**config.mk**
```make
export PLATFORM = sky130hd
export DESIGN_NAME = spi_frame_track
export DESIGN_NICKNAME = d
export VERILOG_FILES = /design/src/rtl/spi_chk_pkg.sv /design/src/rtl/spi_frame_track.sv
export SDC_FILE = /design/constraint.sdc
export NUM_CORES = 1
export LEC_CHECK = 0
export ABC_AREA = 1
export BUFFER_PORTS_ARGS = -buffer_cell sky130_fd_sc_hd__buf_2
export CAP_MARGIN = 20
export CORE_AREA = 2 2 39 41
export CTS_CLUSTER_SIZE = 28
export DETAILED_ROUTE_END_ITERATION = 7
export DIE_AREA = 0 0 41 43
export GPL_TIMING_DRIVEN = 0
export PLACE_DENSITY_LB_ADDON = 0.05
export SLEW_MARGIN = 25
export SYNTH_ARGS = -nofsm -noshare
export SYNTH_HDL_FRONTEND = slang
export SYNTH_SLANG_ARGS = --single-unit
```
**constraint.sdc**
```tcl
create_clock -name clk -period 3.5 [get_ports clk]
set_clock_uncertainty 0.1 [all_clocks]
set_input_delay 0.875 -clock clk [delete_from_list [all_inputs] [get_ports clk]]
set_output_delay 0.875 -clock clk [all_outputs]
set_load 0.05 [all_outputs]
```
**src/rtl/spi_chk_pkg.sv**
```systemverilog
package spi_chk_pkg;
    localparam int WCNT_W = 6;
    localparam int TMO_W  = 16;

    typedef struct packed {
        logic len;
        logic udr;
        logic tmo;
    } err_flags_t;

    typedef struct packed {
        logic              active;
        logic              release_ev;
        logic              seen;
        logic              word_open;
        logic              udr_pend;
    } frame_state_t;

    // Next value of the bit position inside a word, wrapping at the word size.
    function automatic logic [WCNT_W-1:0] bit_next(input logic [WCNT_W-1:0] cur,
                                                   input logic [WCNT_W-1:0] width);
        logic [WCNT_W-1:0] inc;
        inc = cur + 1'b1;
        return (inc == width) ? '0 : inc;
    endfunction
endpackage

```
**src/rtl/spi_frame_track.sv**
```systemverilog
module spi_frame_track
    import spi_chk_pkg::*;
#(
    parameter int CW = WCNT_W
) (
    input  logic          clk,
    input  logic          rst,
    input  logic          ssel_n,
    input  logic          sclk_pls,
    input  logic          tx_avail,
    input  logic [CW-1:0] cfg_width,
    output frame_state_t  fs
);
    logic          act_q;
    logic          seen_q;
    logic          udr_q;
    logic [CW-1:0] pos_q;
    logic          act;

    assign act = ~ssel_n;

    always_ff @(posedge clk) begin
        if (rst) begin
            act_q  <= 1'b0;
            seen_q <= 1'b0;
            udr_q  <= 1'b0;
            pos_q  <= '0;
        end else begin
            act_q <= act;
            if (!act) begin
                seen_q <= 1'b0;
                udr_q  <= 1'b0;
                pos_q  <= '0;
            end else if (sclk_pls) begin
                seen_q <= 1'b1;
                pos_q  <= bit_next(pos_q, cfg_width);
                if (pos_q == '0 && !tx_avail)
                    udr_q <= 1'b1;
            end
        end
    end

    always_comb begin
        fs.active     = act;
        fs.release_ev = act_q & ~act;
        fs.seen       = seen_q;
        fs.word_open  = (pos_q != '0);
        fs.udr_pend   = udr_q;
    end
endmodule

```
==> impl_results.md <==
* Outcome: complete, no violations
* GRT Residual Overflow at 0
* R2R Path Start: pos_q[0]
* Crit path largest cell delay at 0.47 ns
* FMAX at 423 MHz
* Die Y at 43 um
* Setup Viol. Count Final at 0
* DP Wirelength at 1050 um
* Setup WS pre-CTS at 1.16 ns
* Final instance area at 761 um2
* Cts hold-fix bufs at 0
* Max Slew Vio Count at 0
* Die area at 1760 um2
* FF+latch count, synth at 9
* Commonest non-fill, non-tap cell in the layout: nand2_1
* TritonCTS buffer count at 3
* TritonRoute pass-1 iters at 4
* Core Rows at 14
* Share of cells above drive strength 1 at 0.197
* Commonest non-fill, non-tap cells in the layout: 35 x nand2_1, 18 x inv_1, 15 x buf_2, 12 x nor2_1
* Final Hold Fails at 0
* Tot Pwr at 0.223 mW
* Hold Crit Class: reg2reg
* Critical Path Sink Type: primary output
* Worst-path clk slew at 0.06 ns
* Vias in the first global route at 593
* First-pass GRT wire length at 2140 um
* # resized after CTS at 0
* CP Max Fanout at 7
* Final period util at 0.675
* Worst vdd ir at 0.165 mV
* # IOs at 16
* Starting density of the core at 0.462
* Tmin final at 2.36 ns
* DR vias at 678
* RSZ-0062 raised after global routing: false
* Via/cell ratio at 4.74
* Pwr/cell area at 294 nW/um2
* YS warnings at 0
* Clk_lat worst skew at 0.25 ns
* Placed cells at 139
* Worst Setup Slack, final at 1.14 ns
* Die width at 41 um
* Distinct cell type count after synthesis at 18
* DP Area at 734 um2
* Slew headroom at 0.739
* H-Tree Depth at 1
* Syn Std Cell Area at 639 um2
* Synth-to-Final Area Change at 19.0%
* CTS tree: done
* N_diodes at 0
* Hold path start: udr_q
* Slowest CP cell: dfxtp_1
* Maxcap violations at 0
* Largest net degree at the start of global routing at 11
* Setup bufs post-CTS at 0
* Final GP Congestion at 0.735
* WL per Instance at 9.21 um
* Initial antenna violation count at 0
* Crit Path Class: reg2out
* Worst Tran Pin Value at 0.392 ns
* Worst hold slack at 0.373 ns
* Reg2reg path depth at 11
* Cells along the critical path: inv_2 > ha_1 > nand3_1 > buf_2
* Syn Inst Count at 108
* Final WL at 1320 um
* Hold Path Depth at 2
* Layout Nets at 141
* Core box area at 1380 um2
* Synth Area per Inst at 5.92 um2
* Worst path required time at 2.52 ns
* Arr. time, crit path at 1.39 ns
* Leak at 0.392 nW
* Setup_tns at 0 ns
* Post-layout util at 0.550
* Syn nets at 121
* Register area at 180 um2
* Sequential fraction of the synthesis area at 0.282
* Total track usage at 0.178
* Non-filler instance count after layout at 143
* Worst Setup Start Kind: flop
* Multi-input logic area at 350 um2
* Worst Setup SP: pos_q[0]
* Post-DRT Antenna Nets at 0
* Maximum clock path buffer count at 2
* I/O Buffers at 15
* Clock sinks at 9
* DRC viols at 0
* Layout fillers at 156
* DR iter-0 viols at 5
* Root Buffer: clkbuf_4
state kept, by name (all words and copies together), names as in the netlist:
| register | cells |
|---|---|
| seen_q | 1 |
| pos_q | 6 |
| act_q | 1 |
| udr_q | 1 |
layout make-up:
cell class	count	area share
plain buffers	5	0.0493
clock buffers	4	0.0345
flip-flops and latches	9	0.237
repair buffers	15	0.0987
well taps	16	0.0263
inverters	19	0.0937
multi-input cells	75	0.461
where the power goes:
part	total [mW]	internal (mW)	switching, mW	leakage [nW]
combinational	0.0394	0.0143	0.0251	0.304
sequential	0.107	0.105	0.00210	0.0732
clock	0.0770	0.0437	0.0333	0.0150
synth_stat cells:
| cell type | n | share of area |
|---|---|---|
| nand2_1 | 35 | 0.21 |
| inv_1 | 18 | 0.11 |
| nor2_1 | 12 | 0.070 |
| a21oi_1 | 9 | 0.070 |
| dfxtp_1 | 9 | 0.28 |
| nand3_1 | 9 | 0.070 |
| buf_4 | 3 | 0.035 |
| ha_1 | 2 | 0.039 |
| nand4_1 | 2 | 0.020 |
| a21boi_0 | 1 | 0.012 |
| buf_6 | 1 | 0.018 |
| clkbuf_1 | 1 | 0.0059 |
| inv_2 | 1 | 0.0059 |
| nand3_2 | 1 | 0.016 |
| nor2_4 | 1 | 0.018 |
| nor3_1 | 1 | 0.0078 |
| o21ai_0 | 1 | 0.0078 |
| o21bai_1 | 1 | 0.012 |
critical path, delay by kind of cell, from the launching register on:
kind | cells | cell delay [ns]
adders and majority gates | 1 | 0.21
DFF | 1 | 0.47
buffers and inverters | 2 | 0.37
and+or+nand+nor | 1 | 0.09
cells by family (layout without fill, tap and decap cells):
logic type / Yosys count / after routing / share of synthesized area
AO/OA/AOI/OAI: 12 / 12 / 0.102
adder cells (fa/ha/maj): 2 / 2 / 0.0391
buffers and inverters: 24 / 43 / 0.170
flip-flops: 9 / 9 / 0.282
AND/OR/NAND/NOR: 61 / 61 / 0.407
final timing paths:
path / slack [ns] / end
worst max-delay path: 1.14 / fs[1]
worst min-delay path: 0.37 / udr_q
worst max register to register: 1.66 / pos_q[1]
worst min register to register: 0.37 / udr_q
per-layer routing:
metal / routed length [um] / global-route usage / vias to the layer above / part of all wire
li1: - / - / 374 / -
met2: 639 / 0.288 / 7 / 0.49
met4: 18 / 0.100 / 0 / 0.014
met3: 27 / 0.0157 / 4 / 0.021
met5: 0 / 0 / - / 0
met1: 631 / 0.216 / 293 / 0.48
(Power assumes the default switching activity.)
